$ cat config.mk
export PLATFORM = sky130hd
export DESIGN_NAME = i2cf_front
export DESIGN_NICKNAME = d
export VERILOG_FILES = /design/src/rtl/i2cf_pkg.sv /design/src/rtl/i2cf_fifo.sv /design/src/rtl/i2cf_irq.sv /design/src/rtl/i2cf_front.sv
export SDC_FILE = /design/constraint.sdc
export NUM_CORES = 1
export LEC_CHECK = 0
export BUFFER_PORTS_ARGS = -buffer_cell sky130_fd_sc_hd__buf_2
export CAP_MARGIN = 40
export CORE_UTILIZATION = 54
export CTS_CLUSTER_SIZE = 14
export DETAILED_ROUTE_END_ITERATION = 16
export GPL_TIMING_DRIVEN = 0
export PLACE_DENSITY = 0.85
export SETUP_SLACK_MARGIN = 0.5
export SLEW_MARGIN = 10
export SYNTH_ARGS = -nofsm -noshare
export SYNTH_HDL_FRONTEND = slang
export SYNTH_SLANG_ARGS = --single-unit
export TNS_END_PERCENT = 10
$ cat constraint.sdc
create_clock -name clk -period 2.4 [get_ports clk]
set_input_delay 0.36 -clock clk [delete_from_list [all_inputs] [get_ports clk]]
set_output_delay 0.36 -clock clk [all_outputs]
set_load 0.1 [all_outputs]
$ cat src/rtl/i2cf_pkg.sv
package i2cf_pkg;

    localparam int ADDR_W = 6;
    localparam int DATA_W = 32;
    localparam int CMD_W  = 10;
    localparam int BYTE_W = 8;
    localparam int IRQ_N  = 5;
    localparam int CTRL_W = 6;

    // word index = byte address [5:2]
    typedef enum logic [3:0] {
        RG_CMD  = 4'd0,
        RG_RXD  = 4'd1,
        RG_CTRL = 4'd2,
        RG_IEN  = 4'd3,
        RG_IST  = 4'd4,
        RG_STAT = 4'd5,
        RG_CLVL = 4'd6,
        RG_RLVL = 4'd7,
        RG_SLO  = 4'd8,
        RG_SHI  = 4'd9,
        RG_HOLD = 4'd10
    } reg_sel_e;

    // field order matches control register bit positions (bit 0 = en)
    typedef struct packed {
        logic [1:0] rx_thr;
        logic [1:0] tx_thr;
        logic       fast;
        logic       en;
    } ctrl_t;

    // bit 4 down to bit 0 of status / enable
    typedef struct packed {
        logic rx_ovf;
        logic arb;
        logic nack;
        logic rx_rdy;
        logic tx_rdy;
    } irq_vec_t;

    function automatic logic reg_hit(input logic [ADDR_W-1:0] a, input reg_sel_e r);
        return a[ADDR_W-1:2] == r;
    endfunction

endpackage

$ cat src/rtl/i2cf_fifo.sv
module i2cf_fifo #(
    parameter int W     = 8,
    parameter int DEPTH = 4,
    parameter int LVL_W = $clog2(DEPTH + 1)
) (
    input  logic             clk,
    input  logic             rst,
    input  logic             flush,
    input  logic             push,
    input  logic [W-1:0]     wdata,
    input  logic             pop,
    output logic [W-1:0]     rdata,
    output logic [LVL_W-1:0] level,
    output logic             full,
    output logic             empty
);
    localparam int PTR_W = (DEPTH > 1) ? $clog2(DEPTH) : 1;
    localparam logic [PTR_W-1:0] LAST = PTR_W'(DEPTH - 1);

    logic [W-1:0]     mem [DEPTH];
    logic [PTR_W-1:0] wp_q, rp_q;
    logic             do_push, do_pop;

    function automatic logic [PTR_W-1:0] bump(input logic [PTR_W-1:0] p);
        return (p == LAST) ? '0 : p + 1'b1;
    endfunction

    assign full    = (level == LVL_W'(DEPTH));
    assign empty   = (level == '0);
    assign do_push = push && !full;
    assign do_pop  = pop && !empty;
    assign rdata   = mem[rp_q];

    always_ff @(posedge clk) begin
        if (rst || flush) begin
            wp_q  <= '0;
            rp_q  <= '0;
            level <= '0;
        end else begin
            if (do_push) wp_q <= bump(wp_q);
            if (do_pop)  rp_q <= bump(rp_q);
            case ({do_push, do_pop})
                2'b10:   level <= level + 1'b1;
                2'b01:   level <= level - 1'b1;
                default: level <= level;
            endcase
        end
    end

    always_ff @(posedge clk) begin
        if (do_push && !flush && !rst) mem[wp_q] <= wdata;
    end

endmodule

$ cat src/rtl/i2cf_irq.sv
module i2cf_irq
    import i2cf_pkg::*;
(
    input  logic             clk,
    input  logic             rst,
    input  logic             ien_we,
    input  logic             ist_we,
    input  logic [IRQ_N-1:0] wdata,
    input  logic             tx_rdy,
    input  logic             rx_rdy,
    input  logic             set_nack,
    input  logic             set_arb,
    input  logic             set_ovf,
    output logic [IRQ_N-1:0] ien,
    output logic [IRQ_N-1:0] ist,
    output logic             irq
);
    irq_vec_t   stat;
    logic [2:0] stk_q;      // {ovf, arb, nack}
    logic [2:0] clr, setv;

    assign clr  = ist_we ? wdata[4:2] : 3'b000;
    assign setv = {set_ovf, set_arb, set_nack};

    always_ff @(posedge clk) begin
        if (rst) begin
            stk_q <= '0;
            ien   <= '0;
        end else begin
            stk_q <= (stk_q & ~clr) | setv;
            if (ien_we) ien <= wdata;
        end
    end

    always_comb begin
        stat.rx_ovf = stk_q[2];
        stat.arb    = stk_q[1];
        stat.nack   = stk_q[0];
        stat.rx_rdy = rx_rdy;
        stat.tx_rdy = tx_rdy;
    end

    assign ist = stat;
    assign irq = |(ist & ien);

endmodule

$ cat src/rtl/i2cf_front.sv
module i2cf_front
    import i2cf_pkg::*;
#(
    parameter int DEPTH = 4,
    parameter int CNT_W = 16
) (
    input  logic              clk,
    input  logic              rst,
    input  logic              reg_wr,
    input  logic              reg_rd,
    input  logic [5:0]        reg_addr,
    input  logic [31:0]       reg_wdata,
    output logic [31:0]       reg_rdata,
    output logic              cmd_valid,
    output logic [9:0]        cmd_word,
    input  logic              cmd_ready,
    input  logic              rx_valid,
    input  logic [7:0]        rx_byte,
    input  logic              ev_nack,
    input  logic              ev_arb,
    input  logic              eng_busy,
    output logic              core_en,
    output logic              fast_mode,
    output logic [CNT_W-1:0]  scl_lo_cnt,
    output logic [CNT_W-1:0]  scl_hi_cnt,
    output logic [CNT_W-1:0]  sda_hold_cnt
    ,output logic             irq
);
    localparam int LVL_W = $clog2(DEPTH + 1);

    ctrl_t            ctrl_q;
    logic [LVL_W-1:0] cmd_lvl, rx_lvl;
    logic             cmd_full, cmd_empty, rx_full, rx_empty;
    logic [BYTE_W-1:0] rx_head;
    logic [IRQ_N-1:0] ien, ist;
    logic             wr_cmd, rd_pop, rx_push, busy;
    logic             tx_rdy, rx_rdy;

    // ---------------- register writes ----------------
    always_ff @(posedge clk) begin
        if (rst) begin
            ctrl_q       <= '0;
            scl_lo_cnt   <= '0;
            scl_hi_cnt   <= '0;
            sda_hold_cnt <= '0;
        end else if (reg_wr) begin
            if (reg_hit(reg_addr, RG_CTRL)) ctrl_q       <= ctrl_t'(reg_wdata[CTRL_W-1:0]);
            if (reg_hit(reg_addr, RG_SLO))  scl_lo_cnt   <= reg_wdata[CNT_W-1:0];
            if (reg_hit(reg_addr, RG_SHI))  scl_hi_cnt   <= reg_wdata[CNT_W-1:0];
            if (reg_hit(reg_addr, RG_HOLD)) sda_hold_cnt <= reg_wdata[CNT_W-1:0];
        end
    end

    assign core_en   = ctrl_q.en;
    assign fast_mode = ctrl_q.fast;

    assign wr_cmd  = reg_wr && reg_hit(reg_addr, RG_CMD) && ctrl_q.en;
    assign rd_pop  = reg_rd && reg_hit(reg_addr, RG_RXD);
    assign rx_push = rx_valid && ctrl_q.en;

    // ---------------- FIFOs ----------------
    i2cf_fifo #(.W(CMD_W), .DEPTH(DEPTH), .LVL_W(LVL_W)) cmd_fifo_i (
        .clk   (clk),
        .rst   (rst),
        .flush (!ctrl_q.en),
        .push  (wr_cmd),
        .wdata (reg_wdata[CMD_W-1:0]),
        .pop   (cmd_ready),
        .rdata (cmd_word),
        .level (cmd_lvl),
        .full  (cmd_full),
        .empty (cmd_empty)
    );

    i2cf_fifo #(.W(BYTE_W), .DEPTH(DEPTH), .LVL_W(LVL_W)) rx_fifo_i (
        .clk   (clk),
        .rst   (rst),
        .flush (!ctrl_q.en),
        .push  (rx_push),
        .wdata (rx_byte),
        .pop   (rd_pop),
        .rdata (rx_head),
        .level (rx_lvl),
        .full  (rx_full),
        .empty (rx_empty)
    );

    assign cmd_valid = !cmd_empty;

    // ---------------- interrupts ----------------
    assign tx_rdy = cmd_lvl <= LVL_W'(ctrl_q.tx_thr);
    assign rx_rdy = rx_lvl  >  LVL_W'(ctrl_q.rx_thr);

    i2cf_irq irq_i (
        .clk      (clk),
        .rst      (rst),
        .ien_we   (reg_wr && reg_hit(reg_addr, RG_IEN)),
        .ist_we   (reg_wr && reg_hit(reg_addr, RG_IST)),
        .wdata    (reg_wdata[IRQ_N-1:0]),
        .tx_rdy   (tx_rdy),
        .rx_rdy   (rx_rdy),
        .set_nack (ev_nack && ctrl_q.en),
        .set_arb  (ev_arb && ctrl_q.en),
        .set_ovf  (rx_push && rx_full),
        .ien      (ien),
        .ist      (ist),
        .irq      (irq)
    );

    assign busy = ctrl_q.en && (eng_busy || cmd_full || !cmd_empty);

    // ---------------- read mux ----------------
    always_comb begin
        reg_rdata = '0;
        case (reg_addr[5:2])
            RG_RXD:  reg_rdata[BYTE_W-1:0] = rx_empty ? '0 : rx_head;
            RG_CTRL: reg_rdata[CTRL_W-1:0] = ctrl_q;
            RG_IEN:  reg_rdata[IRQ_N-1:0]  = ien;
            RG_IST:  reg_rdata[IRQ_N-1:0]  = ist;
            RG_STAT: reg_rdata[0]          = busy;
            RG_CLVL: reg_rdata[LVL_W-1:0]  = cmd_lvl;
            RG_RLVL: reg_rdata[LVL_W-1:0]  = rx_lvl;
            RG_SLO:  reg_rdata[CNT_W-1:0]  = scl_lo_cnt;
            RG_SHI:  reg_rdata[CNT_W-1:0]  = scl_hi_cnt;
            RG_HOLD: reg_rdata[CNT_W-1:0]  = sda_hold_cnt;
            default: reg_rdata = '0;
        endcase
    end

endmodule

==> results of run 1 <==
## placed cells by master, fill, tap and decap left out, drive strengths merged, types with 2 or more instances in the layout
| cell | count |
|---|---|
| or3 | 7 |
| clkinvlp | 2 |
| o2bb2ai | 2 |
| nand2 | 83 |
| inv | 17 |
| nor2b | 8 |
| and2 | 9 |
| nand4 | 4 |
| and3 | 6 |
| nor2 | 61 |
| a22oi | 4 |
| a32o | 2 |
| o21ai | 5 |
| mux2i | 44 |
| bufinv | 7 |
| nor3b | 3 |
| fa | 2 |
| mux4 | 18 |
| a31oi | 4 |
| nand3 | 9 |
| a222oi | 2 |
| nand2b | 2 |
| a21oi | 55 |
| conb | 16 |
| nand3b | 2 |
| clkbuf | 29 |
| ha | 16 |
| dfxtp | 80 |
| xor2 | 4 |
| mux2 | 4 |
| a22o | 4 |
| buf | 165 |
| clkinv | 4 |
| o22ai | 2 |
| edfxtp | 72 |
## sequential cells by signal (all words and copies together), names as in the netlist, named ones only
signal and flops:
rx_fifo_i.level 3, cmd_fifo_i.rp_q 2, irq_i.ien 5, rx_fifo_i.wp_q 2, core_en 1, sda_hold_cnt 16
rx_fifo_i.rp_q 2, cmd_fifo_i.mem 40, irq_i.stk_q 3, fast_mode 1, scl_hi_cnt 16, cmd_fifo_i.level 3
scl_lo_cnt 16, rx_fifo_i.mem 32, cmd_fifo_i.wp_q 2, ctrl_q 4
## cells by family after synthesis
family | share of synthesized area (%)
AND/OR/NAND/NOR | 13.5
other | 0.0555
XOR/XNOR | 0.518
buffers and inverters | 5.56
AO/OA/AOI/OAI | 7.89
flip-flops | 55.7
multiplexers | 13.2
adder cells (fa/ha/maj) | 3.56
## routing by layer
metal / track usage [%] / vias up / wire (um) / share of wire [%]
met5: 0 / - / 0 / 0
met4: 14.5 / 0 / 826 / 4.3
met3: 9.30 / 79 / 1500 / 7.8
met2: 52.0 / 296 / 9770 / 51
met1: 35.2 / 2653 / 7090 / 37
li1: - / 2399 / - / -
## area by class of cell
class | count | share of cell area (%)
Inverter | 17 | 0.711
Buffer | 50 | 4.47
Clock inverter | 13 | 2.67
Multi-Input combinational cell | 392 | 32.9
Clock buffer | 19 | 4.75
Timing Repair Buffer | 125 | 11.3
Sequential cell | 152 | 41.0
Tap cell | 168 | 2.25
## report_power, final
group	switching [W]	internal, W
clock	0.00104	0.00208
sequential	0.0000121	0.00272
combinational	0.000376	0.000116
## metrics by stage
stage	total power (W)	hold slack, ns	utilization [%]	setup TNS, ns
2_1_floorplan	0.00313	0.449	-	-0.504
3_3_place_gp	0.00324	0.447	64.5	-0.139
3_5_place_dp	0.00325	0.456	64.5	-0.363
4_1_cts	0.00634	0.138	75.5	-0.0350
5_1_grt	0.00649	0.137	77.0	-0.172
6_report	0.00634	0.146	77.0	-0.0135
## final timing paths
| kind | start | endpoint |
|---|---|---|
| min | rx_byte[2] | rx_fifo_i.mem[3][2] |
| max reg2reg | cmd_fifo_i.level[2] | cmd_fifo_i.level[2] |
| max | rx_fifo_i.level[2] | reg_rdata[2] |
| min reg2reg | scl_hi_cnt[1] | scl_hi_cnt[1] |
## timing repair
| action | in CTS | in global routing |
|---|---|---|
| setup buffers | 10 | 3 |
| gates resized for setup | 161 | 43 |
| pin swaps | 15 | 19 |
| endpoints found under the setup margin | 103 | 104 |
## worst max-delay path, delay by kind of cell, from the launching register on
kind / cells / cell delay [ns]
compound gates: 2 / 0.37
buf+inv: 2 / 0.33
flops: 1 / 0.34
simple gates: 2 / 0.58
==> impl_metrics.py, run 1 <==
metrics = {
    "clocking": {
        "tritoncts": "yes",
        "clk_latency_ns": 0.43,
        "htreeDepth": 4,
        "clk_pin_slew_ns": 0.06,
        "cts-hold-fix-buffers": 0,
        "clk_path_buf_depth": 2,
        "root_buffer": "clkbuf_16",
        "clock-sinks": 152,
        "cts_buffers": 17,
    },
    "grt": {
        "grt_pass1_wl_um": 29100,
        "grt_max_degree": 17,
        "antenna_found_initial": 0,
        "grt_use_total_pct": 30.5,
        "first_global_vias": 5406,
        "gr-total-overflow": 0,
    },
    "detailed_routing": {
        "drt-vias-per-instance": 5.80,
        "avgRoutedWirePerCell_um": 20.5,
        "route.detailed.drc": 0,
        "first_iter_violations": 568,
        "ant_nets": 0,
        "num_vias": 5427,
        "first_pass_iters": 6,
        "finalWirelength_um": 19200,
    },
    "sta": {
        "rsz0062_at_grt": "true",
        "skew_ns": 0.00533,
        "final_max_slew_viol_count": 0,
        "relSlewSlack_pct": 56.7,
        "clock.fmax_mhz": 414,
        "hold_violations": 0,
        "period_needed_ns": 2.41,
        "fin_crit_sh_pct": 101,
        "worst_slack_ns": -0.0135,
        "tightest_slew_ns": 0.649,
        "setup_viol": 1,
    },
    "pwr": {
        "ir_drop_v": 0.000611,
        "p_per_area_nw_per_um2": 679,
        "p_leak_nw": 3.62,
    },
    "yosys": {
        "syn_inst": 596,
        "synth_area_leaders": "edfxtp_1 (32%), dfxtp_1 (24%), mux2i_1 (6.5%)",
        "syn-cell-area_sq_um": 6760,
        "synth_common_cells": "nand2_1 (83), dfxtp_1 (80), edfxtp_1 (72), nor2_1 (61), a21oi_1 (55)",
        "synth_edf_count": 72,
        "synthFlopType": "dfxtp_1",
        "yosysMostFrequentCell": "nand2_1",
        "netlist.top_cell.by_area": "edfxtp_1",
        "asyncSetResetFlopFracSynth_pct": 0,
        "synth.top_cell.area_share_pct": 32.0,
        "syn_avg_cell_area_sq_um": 11.3,
        "ys_warn_count": 0,
        "seq_area_frac_synth_pct": 55.7,
        "ys_ff_latch": 152,
        "ys_types": 53,
    },
    "worst_setup_path": {
        "cp.required_ns": 2.04,
        "worstPathCellList": "or3_4 -> and3_4 -> buf_8 -> a22oi_2 -> o311ai_4 -> buf_12",
        "ff2ff_setup_slack_ns": 0.17,
        "startpoint_type": "flop",
        "rr_worst_depth": 8,
        "crit_path_top_delay_cell": "or3_4",
        "max_stage_delay_ns": 0.39,
        "cp-end-kind": "primary output",
        "critPathKind": "reg2out",
        "worstPathArrival_ns": 2.05,
        "critical_path_peak_fanout": 6,
    },
    "layout": {
        "ff_latch_area_sq_um": 3820,
        "final_cells": 936,
        "nNetsFinal": 828,
        "n_antenna_cell": 0,
        "multi_input_area_sq_um": 3070,
        "final_area_sq_um": 9330,
        "area_growth_pct": 38.1,
        "layout-drive-gt1-share_pct": 42.4,
        "nFillCells": 722,
    },
    "placed_design": {
        "dpl.cell_count": 891,
        "pre_cts_slack_ns": -0.208,
        "gp_congestion": 0.896,
        "dp_hpwl_um": 12300,
        "placed_area_sq_um": 7820,
        "io_buffer_count": 112,
    },
    "floorplanning": {
        "num_rows": 40,
        "initial_core_util_pct": 55.8,
        "dieArea_sq_um": 13000,
        "pin_count": 149,
        "die_w_um": 114,
        "fp.coreArea_sq_um": 12100,
        "fp.dieH_um": 114,
    },
    "outcome": {
        "status": "finished, violations left",
        "violations": "setup timing",
    },
    "min_path": {
        "hold_path_class": "in2reg",
        "whs_path_depth": 1,
    },
    "job": {
        "maxCapViolations": 0,
    },
}
Note: power is estimated with default switching activity, not from simulation.
==> run 2, diff against run 1 <==
SETUP_SLACK_MARGIN = default   (was 0.5)
==> run 2 against run 1 <==
The run still ends with setup timing left. Clock skew rose by 0.0023 ns. Cell count fell by 1.1%. Sequential cell count did not move. Non-clock buffer count fell by 10. Clock power fell by 9.6%. Critical path type is now in2out.
==> impl_metrics.py, run 2 (synthesis gave the netlist of run 1 again) <==
metrics = {
    "detailed_routing": {
        "finalWirelength_um": 17500,
        "first_iter_violations": 555,
        "route.detailed.drc": 0,
        "num_vias": 5276,
        "first_pass_iters": 5,
        "avgRoutedWirePerCell_um": 18.9,
        "ant_nets": 0,
        "drt-vias-per-instance": 5.70,
    },
    "layout": {
        "n_antenna_cell": 0,
        "area_growth_pct": 24.9,
        "layout_common_cells": "buf_2 (112), nand2_1 (83), dfxtp_1 (73)",
        "top_register": "cmd_fifo_i.mem",
        "final_common_cell": "buf_2",
        "nNetsFinal": 818,
        "fin_util_pct": 69.6,
        "largest_register_ffs": 40,
        "largest_registers": "cmd_fifo_i.mem: 40 flops, rx_fifo_i.mem: 32 flops",
        "layout-drive-gt1-share_pct": 31.4,
    },
    "sta": {
        "finalSetupTns_ns": -0.00401,
        "clock.fmax_mhz": 416,
        "skew_ns": 0.00760,
        "hold_violations": 0,
        "fin_crit_sh_pct": 100,
        "tightest_slew_ns": 0.600,
        "period_needed_ns": 2.40,
        "final_max_slew_viol_count": 0,
        "worst_slack_ns": -0.00401,
        "rsz0062_at_grt": "true",
        "relSlewSlack_pct": 59.9,
        "setup_viol": 1,
        "hold_slack_ns": 0.152,
    },
    "placed_design": {
        "gp_congestion": 0.935,
        "dp_hpwl_um": 12400,
        "io_buffer_count": 112,
    },
    "worst_setup_path": {
        "cp-end-kind": "primary output",
        "crit_path_top_delay_cell": "a32o_1",
        "worstPathArrival_ns": 2.04,
        "critPathKind": "in2out",
        "worstPathCellList": "buf_2 -> buf_2 -> nor2b_1 -> buf_2 -> a32o_1 -> a222oi_1 -> nand3_1 -> buf_8",
        "startpoint_type": "primary input",
        "cp.required_ns": 2.04,
        "crit_top_cell": "buf_2",
        "max_stage_delay_ns": 0.28,
        "cpLargestDelayFamily": "buffers and inverters",
        "critical_path_peak_fanout": 10,
        "crit_buf_inv": 4,
    },
    "floorplanning": {
        "fp.coreArea_sq_um": 12100,
        "fp.dieH_um": 114,
        "die_w_um": 114,
        "dieArea_sq_um": 13000,
        "initial_core_util_pct": 55.8,
        "num_rows": 40,
        "pin_count": 149,
    },
    "clocking": {
        "tritoncts": "yes",
        "root_buffer": "clkbuf_16",
        "clk_path_buf_depth": 2,
        "clk_pin_slew_ns": 0.06,
        "clk_latency_ns": 0.42,
        "htreeDepth": 4,
        "clock-sinks": 152,
        "cts_buffers": 17,
    },
    "pwr": {
        "ir_drop_v": 0.000630,
        "p_leak_nw": 3.34,
        "p_per_area_nw_per_um2": 711,
        "p_total_w": 0.00600,
    },
    "grt": {
        "grt_pass1_wl_um": 26600,
        "first_global_vias": 5068,
        "grt_max_degree": 17,
        "grt_use_total_pct": 27.6,
        "gr-total-overflow": 0,
        "antenna_found_initial": 0,
    },
    "outcome": {
        "violations": "setup timing",
        "status": "finished, violations left",
    },
    "min_path": {
        "hold_path_class": "in2reg",
    },
    "job": {
        "maxCapViolations": 0,
    },
}
==> run 2: cell types whose count changed in the layout (fill, tap and decap cells not counted), moves of 6 or more <==
cell,previous run,this run
buf_4,33,27
buf_12,26,1
a21oi_1,46,55
a21oi_2,8,0
buf_2,90,112
nor2_4,6,0
dfxtp_2,26,5
dfxtp_1,47,73
and2_2,6,0
and2_1,1,9
==> run 2: path summary, 6_finish.rpt <==
path / from / end / slack [ns] / cells after the start
setup / recovery: reg_addr[4] / reg_rdata[1] / -0.004 / 8
hold / removal: rx_byte[1] / rx_fifo_i.mem[1][1] / 0.15 / 1
setup reg to reg: cmd_fifo_i.level[0] / cmd_fifo_i.level[2] / 0.16 / 8
hold reg to reg: scl_hi_cnt[1] / scl_hi_cnt[1] / 0.47 / 2
==> run 2: layout make-up <==
cell class	count	area (sq um)
sequential	152	3780
fill	852	3680
multi-input combinational	392	2780
timing repair buffer	117	663
clock buffer	18	429
buffer	48	314
tap	168	210
clock inverter	14	195
inverter	17	63.8
==> run 2: power breakdown <==
part	internal, W	switching (W)	total, W
combinational	0.0000963	0.000361	0.000457
clock	0.00175	0.00106	0.00281
sequential	0.00272	0.0000109	0.00273
==> run 2: layer usage <==
metal / wire length [um] / vias to the layer above / global-route usage, %
li1: - / 2390 / -
met1: 6830 / 2534 / 33.5
met2: 8710 / 297 / 46.4
met3: 1370 / 55 / 7.17
met4: 565 / 0 / 12.9
met5: 0 / - / 0
==> run 2: per-stage QoR <==
| stage | instances | setup WS, ns | instance area [sq um] |
|---|---|---|---|
| after floorplan | 611 | -0.197 | 6890 |
| after CTS | 922 | -0.0849 | 8340 |
| after global placement | 891 | -0.0626 | 7660 |
| final | 926 | -0.00401 | 8440 |
| after global routing | 926 | -0.0289 | 8440 |
| after detailed placement | 891 | -0.157 | 7660 |
==> run 2: what timing repair did <==
| item | 4_1_cts | 5_1_grt |
|---|---|---|
| resized for setup | 20 | 24 |
| setup endpoints to repair | 11 | 18 |
| pin swaps | 0 | 1 |
| hold buffers | 0 | 0 |
| setup buffers | 0 | 5 |
